[config.mk]
export PLATFORM = sky130hd
export DESIGN_NAME = cbc_chain_engine
export DESIGN_NICKNAME = d
export VERILOG_FILES = /design/src/rtl/cbc_pkg.sv /design/src/rtl/cbc_seq.sv /design/src/rtl/cbc_chain_reg.sv /design/src/rtl/cbc_datapath.sv /design/src/rtl/cbc_chain_engine.sv
export SDC_FILE = /design/constraint.sdc
export NUM_CORES = 1
export LEC_CHECK = 0
export BUFFER_PORTS_ARGS = -buffer_cell sky130_fd_sc_hd__buf_2
export CAP_MARGIN = 20
export CORE_AREA = 2 2 264 266
export CTS_CLUSTER_DIAMETER = 60
export DETAILED_ROUTE_END_ITERATION = 8
export DIE_AREA = 0 0 266 268
export MAX_ROUTING_LAYER = met4
export PLACE_DENSITY = 0.68
export SETUP_SLACK_MARGIN = 0.5
export SLEW_MARGIN = 5
export SYNTH_ARGS = -nofsm -noshare
export SYNTH_HDL_FRONTEND = slang
export SYNTH_SLANG_ARGS = --single-unit
export TNS_END_PERCENT = 10
[constraint.sdc]
create_clock -name clk -period 1.7 [get_ports clk]
set_input_delay 0.255 -clock clk [delete_from_list [all_inputs] [get_ports clk]]
set_output_delay 0.255 -clock clk [all_outputs]
set_load 0.005 [all_outputs]
[src/rtl/cbc_pkg.sv]
package cbc_pkg;
  typedef enum logic [2:0] {
    ST_IDLE = 3'd0,
    ST_TAKE = 3'd1,
    ST_SEND = 3'd2,
    ST_WAIT = 3'd3,
    ST_GIVE = 3'd4
  } eng_state_t;

  typedef struct packed {
    logic encrypt;
    logic chain;
  } eng_mode_t;
endpackage

[src/rtl/cbc_seq.sv]
module cbc_seq
  import cbc_pkg::*;
#(
  parameter int CNT_W = 16
) (
  input  logic             clk,
  input  logic             rst,
  input  logic             grp_valid,
  input  logic [CNT_W-1:0] grp_count,
  input  logic             in_valid,
  input  logic             cs_tready,
  input  logic             cr_tvalid,
  input  logic             out_ready,
  output logic             grp_ready,
  output logic             in_ready,
  output logic             cs_tvalid,
  output logic             cr_tready,
  output logic             out_valid,
  output logic             out_last,
  output logic             busy,
  output logic             load_grp,
  output logic             take_word,
  output logic             ret_word
);
  localparam logic [CNT_W-1:0] ONE = CNT_W'(1);

  eng_state_t       state_q;
  logic [CNT_W-1:0] left_q;

  always_ff @(posedge clk) begin
    if (rst) begin
      state_q <= ST_IDLE;
      left_q  <= '0;
    end else begin
      unique case (state_q)
        ST_IDLE: if (grp_valid && grp_count != '0) begin
          state_q <= ST_TAKE;
          left_q  <= grp_count;
        end
        ST_TAKE: if (in_valid)  state_q <= ST_SEND;
        ST_SEND: if (cs_tready) state_q <= ST_WAIT;
        ST_WAIT: if (cr_tvalid) state_q <= ST_GIVE;
        ST_GIVE: if (out_ready) begin
          left_q  <= left_q - ONE;
          state_q <= (left_q == ONE) ? ST_IDLE : ST_TAKE;
        end
        default: state_q <= ST_IDLE;
      endcase
    end
  end

  assign grp_ready = (state_q == ST_IDLE);
  assign busy      = (state_q != ST_IDLE);
  assign in_ready  = (state_q == ST_TAKE);
  assign cs_tvalid = (state_q == ST_SEND);
  assign cr_tready = (state_q == ST_WAIT);
  assign out_valid = (state_q == ST_GIVE);
  assign out_last  = (state_q == ST_GIVE) && (left_q == ONE);
  assign load_grp  = grp_ready && grp_valid;
  assign take_word = in_ready && in_valid;
  assign ret_word  = cr_tready && cr_tvalid;

  AST_ONE_IN_FLIGHT: assert property (@(posedge clk) disable iff (rst)
    $onehot0({in_ready, cs_tvalid, cr_tready, out_valid}));
  AST_BUSY_END: assert property (@(posedge clk) disable iff (rst)
    $fell(busy) |-> $past(out_valid && out_ready && out_last));
  AST_ZERO_GROUP: assert property (@(posedge clk) disable iff (rst)
    (grp_valid && grp_ready && grp_count == '0) |=> !busy);
  AST_LAST_CLOSES: assert property (@(posedge clk) disable iff (rst)
    (out_valid && out_ready && out_last) |=> !busy && grp_ready);
endmodule

[src/rtl/cbc_chain_reg.sv]
module cbc_chain_reg #(
  parameter int WORD_W = 128
) (
  input  logic              clk,
  input  logic              rst,
  input  logic              load_iv,
  input  logic [WORD_W-1:0] iv,
  input  logic              upd,
  input  logic [WORD_W-1:0] upd_val,
  output logic [WORD_W-1:0] chain_q
);
  always_ff @(posedge clk) begin
    if (rst)          chain_q <= '0;
    else if (load_iv) chain_q <= iv;
    else if (upd)     chain_q <= upd_val;
  end

  AST_IV_LOAD: assert property (@(posedge clk) disable iff (rst)
    load_iv |=> chain_q == $past(iv));
endmodule

[src/rtl/cbc_datapath.sv]
module cbc_datapath
  import cbc_pkg::*;
#(
  parameter int WORD_W = 128
) (
  input  logic              clk,
  input  logic              rst,
  input  logic              load_grp,
  input  eng_mode_t         grp_mode,
  input  logic              take_word,
  input  logic [WORD_W-1:0] in_data,
  input  logic              ret_word,
  input  logic [WORD_W-1:0] cr_data,
  input  logic [WORD_W-1:0] chain_q,
  output eng_mode_t         mode_q,
  output logic [WORD_W-1:0] send_q,
  output logic [WORD_W-1:0] result_q,
  output logic [WORD_W-1:0] next_chain
);
  logic [WORD_W-1:0] ct_q;
  logic              pre_xor;
  logic              post_xor;

  assign pre_xor  = mode_q.encrypt && mode_q.chain;
  assign post_xor = !mode_q.encrypt && mode_q.chain;

  always_ff @(posedge clk) begin
    if (rst) begin
      mode_q   <= '0;
      send_q   <= '0;
      ct_q     <= '0;
      result_q <= '0;
    end else begin
      if (load_grp) mode_q <= grp_mode;
      if (take_word) begin
        send_q <= pre_xor ? (in_data ^ chain_q) : in_data;
        ct_q   <= in_data;
      end
      if (ret_word) result_q <= post_xor ? (cr_data ^ chain_q) : cr_data;
    end
  end

  assign next_chain = mode_q.encrypt ? cr_data : ct_q;

  AST_SAVED_CT: assert property (@(posedge clk) disable iff (rst)
    take_word |=> ct_q == $past(in_data));
endmodule

[src/rtl/cbc_chain_engine.sv]
module cbc_chain_engine
  import cbc_pkg::*;
#(
  parameter int IV_PART_W = 32,
  parameter int CNT_W     = 16
) (
  input  logic                   clk,
  input  logic                   rst,
  input  logic                   grp_valid,
  output logic                   grp_ready,
  input  logic                   grp_encrypt,
  input  logic                   grp_chain,
  input  logic [IV_PART_W-1:0]   grp_iv_w3,
  input  logic [IV_PART_W-1:0]   grp_iv_w2,
  input  logic [IV_PART_W-1:0]   grp_iv_w1,
  input  logic [IV_PART_W-1:0]   grp_iv_w0,
  input  logic [CNT_W-1:0]       grp_count,
  input  logic                   in_valid,
  output logic                   in_ready,
  input  logic [4*IV_PART_W-1:0] in_data,
  output logic                   out_valid,
  input  logic                   out_ready,
  output logic [4*IV_PART_W-1:0] out_data,
  output logic                   out_last,
  output logic                   cs_tvalid,
  input  logic                   cs_tready,
  output logic [4*IV_PART_W-1:0] cs_tdata,
  output logic                   cs_tuser,
  input  logic                   cr_tvalid,
  output logic                   cr_tready,
  input  logic [4*IV_PART_W-1:0] cr_tdata,
  output logic                   busy
);
  localparam int IV_PARTS = 4;
  localparam int WORD_W   = IV_PARTS * IV_PART_W;

  logic [IV_PART_W-1:0] iv_part [IV_PARTS];
  logic [WORD_W-1:0]    iv_full;
  logic                 load_grp, take_word, ret_word;
  logic [WORD_W-1:0]    chain_q, next_chain;
  eng_mode_t            grp_mode, mode_q;

  assign iv_part[0] = grp_iv_w0;
  assign iv_part[1] = grp_iv_w1;
  assign iv_part[2] = grp_iv_w2;
  assign iv_part[3] = grp_iv_w3;

  for (genvar g = 0; g < IV_PARTS; g++) begin : g_iv
    assign iv_full[g*IV_PART_W +: IV_PART_W] = iv_part[g];
  end

  assign grp_mode.encrypt = grp_encrypt;
  assign grp_mode.chain   = grp_chain;

  cbc_seq #(.CNT_W(CNT_W)) u_seq (
    .clk       (clk),
    .rst       (rst),
    .grp_valid (grp_valid),
    .grp_count (grp_count),
    .in_valid  (in_valid),
    .cs_tready (cs_tready),
    .cr_tvalid (cr_tvalid),
    .out_ready (out_ready),
    .grp_ready (grp_ready),
    .in_ready  (in_ready),
    .cs_tvalid (cs_tvalid),
    .cr_tready (cr_tready),
    .out_valid (out_valid),
    .out_last  (out_last),
    .busy      (busy),
    .load_grp  (load_grp),
    .take_word (take_word),
    .ret_word  (ret_word)
  );

  cbc_chain_reg #(.WORD_W(WORD_W)) u_chain (
    .clk     (clk),
    .rst     (rst),
    .load_iv (load_grp),
    .iv      (iv_full),
    .upd     (ret_word),
    .upd_val (next_chain),
    .chain_q (chain_q)
  );

  cbc_datapath #(.WORD_W(WORD_W)) u_dp (
    .clk        (clk),
    .rst        (rst),
    .load_grp   (load_grp),
    .grp_mode   (grp_mode),
    .take_word  (take_word),
    .in_data    (in_data),
    .ret_word   (ret_word),
    .cr_data    (cr_tdata),
    .chain_q    (chain_q),
    .mode_q     (mode_q),
    .send_q     (cs_tdata),
    .result_q   (out_data),
    .next_chain (next_chain)
  );

  assign cs_tuser = mode_q.encrypt;

  AST_SEND_HOLD: assert property (@(posedge clk) disable iff (rst)
    (cs_tvalid && !cs_tready) |=> cs_tvalid && $stable(cs_tdata));
  AST_OUT_HOLD: assert property (@(posedge clk) disable iff (rst)
    (out_valid && !out_ready) |=> out_valid && $stable(out_data));
  AST_ENC_CHAIN: assert property (@(posedge clk) disable iff (rst)
    (ret_word && mode_q.encrypt && mode_q.chain) |=> chain_q == $past(cr_tdata));
  AST_DEC_RESULT: assert property (@(posedge clk) disable iff (rst)
    (ret_word && !mode_q.encrypt && mode_q.chain) |=> out_data == $past(cr_tdata ^ chain_q));
  AST_ECB_PASS: assert property (@(posedge clk) disable iff (rst)
    (ret_word && !mode_q.chain) |=> out_data == $past(cr_tdata));
endmodule

======== Word level (Yosys, flattened, before mapping) ========
Index checks and enable logic that the tools add are counted.
word-level totals
  input port bits ......................... 409
  register bits ........................... 533
cells by class
  equality and inequality tests ........... 10
  multiplexer cells ....................... 15
  add/subtract/negate cells ............... 1
  reduce and logical (&&, ||, !) cells .... 15
  bitwise logic cells ..................... 2
operators by type and width
  operator                                            count
  2-to-1 mux 128 bit                                  5
  XOR 128 bit                                         2
  2-to-1 mux 16 bit                                   2
  one-hot mux 16 bit (2 select lines)                 1
  == test 16 x 1 -> 1 bit, second input constant      1
  nonzero test 16 bit                                 1
  subtractor 16 x 1 -> 16 bit, second input constant  1
  2-to-1 mux 3 bit                                    5
  one-hot mux 3 bit (5 select lines)                  1
  logical AND 1 bit                                   7
  == test 3 x 2 -> 1 bit, second input constant       2
  != test 2 bit, second input constant                3
  AND reduction 5 bit                                 1
  != test 2 x 1 -> 1 bit, second input constant       2
  nonzero test 2 bit                                  2
  == test 3 x 1 -> 1 bit, second input constant       1
  == test 3 bit, second input constant                1
  zero test 3 bit                                     1
  AND reduction 3 bit                                 1
  nonzero test 3 bit                                  1
  zero test 1 bit                                     1
  2-to-1 mux 1 bit                                    1

======== Longest topological paths before layout ========
  depth after elaboration ................. 4
  gate-level depth with buffers ........... 9
  gate-level depth less buffers ........... 7

======== Hierarchy ========
A second synthesis with hierarchy kept.
second synthesis, totals
  cells, all modules ...................... 2613
  area total of the unflattened synthesis .. 26693.1 µm²
by module, submodules not included
  module         times used  cells an instance  area an instance (µm²)
  cbc_datapath   1           1864               18729.2
  cbc_chain_reg  1           569                6658.9
  cbc_seq        1           180                1305.0

======== Least setup slack after synthesis ========
No wires, ideal clock.
  path kind ............................... register to register
  start point ............................. register u_seq.left_q[0]
  end point ............................... register u_seq.left_q[8]
  stages on the path, launching flop included .. 8
  data arrival time ....................... 1.557 ns
  path buffers ............................ 0
  path slack .............................. 0.011 ns
  required time ........................... 1.568 ns
  cells stage by stage .................... dfxtp_1 inv_1 ha_1 nor3b_1 nand2_1 o21a_1 o21ai_0 a21oi_1
between the ends
  longest elaborated chain between the ends .. 3
ends and longest elaborated chain
  element                              line           source
  start: declaration                   cbc_seq.sv:28  logic [CNT_W-1:0] left_q;
  start signal: assignment             cbc_seq.sv:38  left_q <= grp_count;
  start signal: assignment             cbc_seq.sv:44  left_q <= left_q - ONE;
  subtractor 16 x 1 -> 16 bit          cbc_seq.sv:44
  2-to-1 mux 16 bit                    cbc_seq.sv:43  ST_GIVE: if (out_ready) begin
  one-hot mux 16 bit (2 select lines)  cbc_seq.sv:35  unique case (state_q)
Every way passes these cells. The select of a mux whose other input is x is not followed.
A chain may end at the register's enable or synchronous reset.

======== Worst setup path in the final report ========
  start point ............................. register u_seq.left_q[14]
  end point ............................... output port out_last
between the ends
  longest elaborated chain between the ends .. 2
ends and longest elaborated chain
  element                  line                    source
  == test 16 x 1 -> 1 bit  cbc_seq.sv:58           assign out_last = (state_q == ST_GIVE) && (left_q == ONE);
  logical AND 1 bit        cbc_seq.sv:58
  end: declaration         cbc_chain_engine.sv:24  output logic out_last,
Every way passes these cells.

==> run metrics <==
areal power density over the cells=924.4 nW/um2; largest cells by area after synthesis=sky130_fd_sc_hd__dfxtp_1, sky130_fd_sc_hd__nand2_1, sky130_fd_sc_hd__xor2_1, sky130_fd_sc_hd__a211oi_1, sky130_fd_sc_hd__a21oi_1; outcome=complete, but fails checks; final max-slew violation count=0; detailed router's first-iteration violation count=approximately 2.9k; die area=71290 um2; worst-case headroom to the max-slew limit=0.6502; data required time at the worst endpoint=between 1 and 1.5 ns; total track usage=0.2758; maximum number of pins on one net before global-route repair=54; Vias=roughly 28k; most frequent cells after synthesis=sky130_fd_sc_hd__nand2_1, sky130_fd_sc_hd__dfxtp_1, sky130_fd_sc_hd__a21oi_1; Max Clk Rate=425.9 MHz; standby leakage power=about 15 nW; Worst VDD drop=approximately 0.8 mV; max-capacitance violation count=0; TritonCTS clock tree=done; pre-CTS setup slack=-0.4742 ns; average wire per cell in the routed design=between 20 and 25 um; most instantiated library cell after synthesis=sky130_fd_sc_hd__nand2_1; Fin. Hold Viols=0; most area-hungry cell type in the Yosys netlist=sky130_fd_sc_hd__dfxtp_1; worst hold path class=input pin to register; Routed WL=approximately 110 mm; clock latency of the later-clocked register in the worst-skew pair=about 0.63 ns; kind of critical path=register to output pin; Clock Sinks=533; most instantiated flip-flop cell in the synthesis netlist=sky130_fd_sc_hd__dfxtp_1; number of distinct library cells after synthesis=46; Seq/Total Area, Yosys=0.4396; die width=approximately 270 um; data arrival at the endpoint of the critical path=~2.1 ns; share of async-settable or async-resettable flops after synthesis=0; Critical Path Slowest Stage Cell=sky130_fd_sc_hd__or4_4; total clock buffers created by CTS=slightly below 60; Crit Path Max Fanout=2; endpoint class of the critical path=output pin; Yosys Warn Count=0; count of input and output buffers=around 670; GR Overflow Total=0; post-route clock period utilization=1.381; buffer depth of the longest clock path=3; placer's final routability congestion estimate=roughly 0.90; first-pass GRT wire length=roughly 150 mm; Worst-path clk slew=around 0.060 ns; post-detailed-placement half-perimeter wirelength=approximately 62 mm; fillers=5354; cell area after technology mapping=around 24000 um2; Cell Area, Placed=29780 um2; metal3 WL=between 8 and 9 mm; Antenna Nets Post-Route=0; number of iterations in the first detailed-routing pass=6; root cell of the clock tree=sky130_fd_sc_hd__clkbuf_16; worst path cell trace=or4_4 -> nor3_4 -> nand4_1 -> nor2_4 -> buf_6; setup repair after global routing missed its margin=yes; Avg Cell Area, Syn=slightly above 8 um2; flops & latches, synth=approximately 530; final-stage net count=4540; Mapped Cells=2991; htree depth=2; syn nets=around 3.4k; Die Ht=~270 um; vias in the first global route=26.64k; pin slew with the least headroom to its limit=0.5247 ns; met1 wire length=between 40 and 50 mm; Layout area overhead=61.81%; final worst-path setup slack=-0.6478 ns; CP Launch Type=register; maximum cell stage delay along the critical path=approximately 0.54 ns; Met2 Routed Length=~50 mm; post-route cell area=39280 um2; post-synth top area share=0.4396; total I/O pin count=just under 700; post-route DRC violation count=0; top layer in use=met4; worst clock skew=~0.027 ns; antenna violations before repair=8; number of enable flip-flop cells after synthesis=0; share of post-route cells with drive strength above 1=0.3195; number of setup violations in the final report=280; starting density of the core=0.3558; violated checks=negative setup slack; Core Footprint=between 60000 and 70000 um2; # rows=between 90 and 100; routed via count divided by cell count=roughly 5.5; final worst path period need=roughly 2.3 ns
[layer usage]
layer  track usage  vias up
li1              -    12490
met1        0.3260    13180
met2        0.4458     1662
met3       0.05388      565
met4        0.1447        0
met5             -        -
[critical path, delay by kind of cell, from the launching register on]
family	cells	cell delay [ns]
buf+inv	1	0.10
flops	1	0.32
simple gates	4	1.07
[state kept, by name (all words and copies together) (netlist names)]
| name | cells |
|---|---|
| u_dp.result_q | 128 |
| u_chain.chain_q | 128 |
| u_seq.left_q | 16 |
| u_dp.mode_q | 2 |
| u_seq.state_q | 3 |
| u_dp.send_q | 128 |
| u_dp.ct_q | 128 |
[layout make-up]
cell class,instances,area [um2],share of cell area
multi-input combinational,2196,13600,0.3463
timing repair buffer,1334,11870,0.3023
sequential,533,10690,0.2721
clock buffer,82,1692,0.04307
tap,882,1104,0.02810
clock inverter,24,262.8,0.006690
inverter,6,32.53,0.0008283
antenna,10,25.02,0.0006371
[power breakdown]
group / switching, W / internal [W]
logic: 0.00467 / 0.00421
clock network: 0.00551 / 0.00755
registers: 0.000788 / 0.0136
[path summary, 6_finish.rpt]
path / from / end / slack, ns / cells after the start
max: u_seq.left_q[14] / out_last / -0.65 / 5
min: cr_tdata[97] / u_dp.result_q[97] / 0.04 / 3
max reg2reg: u_seq.state_q[0] / u_chain.chain_q[79] / -0.36 / 12
min reg2reg: u_dp.ct_q[0] / u_dp.ct_q[0] / 0.45 / 2
[per-stage QoR]
stage	total power (W)	hold WS, ns	TNS, ns	util	instances
after detailed placement	0.02127	0.4460	-7.264	0.4365	4471
after global placement	0.02119	0.4409	-6.784	0.4365	4471
after CTS	0.03563	0.0003118	-55.34	0.5524	5030
after floorplan	0.01806	0.3910	0	-	2991
final	0.03631	0.03578	-49.41	0.5757	5067
after global routing	0.03755	0.02550	-71.24	0.5756	5064
[cells by family (layout without fill, tap and decap cells)]
| kind of cell | after synthesis | in the layout | share of synthesized area |
|---|---|---|---|
| fa+ha+maj | 2 | 2 | 0.001031 |
| other cells | 0 | 10 | 0 |
| compound gates | 699 | 699 | 0.1875 |
| xor+xnor | 257 | 257 | 0.09274 |
| flops | 533 | 533 | 0.4396 |
| mux | 129 | 129 | 0.05371 |
| simple gates | 1109 | 1109 | 0.1762 |
| buf+inv | 262 | 1446 | 0.04913 |
[layout by cell type (no fill, tap or decap), drive strengths merged, types with 2 or more instances in the layout]
cell / count
xor2: 257
o211ai: 129
dfxtp: 533
bufinv: 4
nor4: 6
buf: 964
o21ai: 8
dlygate4sd3: 353
nand3: 5
clkinv: 15
nand4: 5
and2: 6
a21oi: 277
bufbuf: 4
o32ai: 6
inv: 11
nor2: 273
or4: 2
a31oi: 2
diode: 10
a211oi: 260
o31ai: 2
ha: 2
nand2: 791
clkbuf: 95
nor2b: 5
a22oi: 4
a21o: 5
nor3: 9
mux2i: 128
[timing repair]
action	4_1_cts	5_1_grt
buffers inserted	60	12
gates resized for setup	138	295
hold buffers	353	0
pin swaps	62	204
cloned	40	15
setup endpoints to repair	796	796
endpoints found under the hold margin	443	0
No activity file was read; power rests on OpenSTA's default activity.
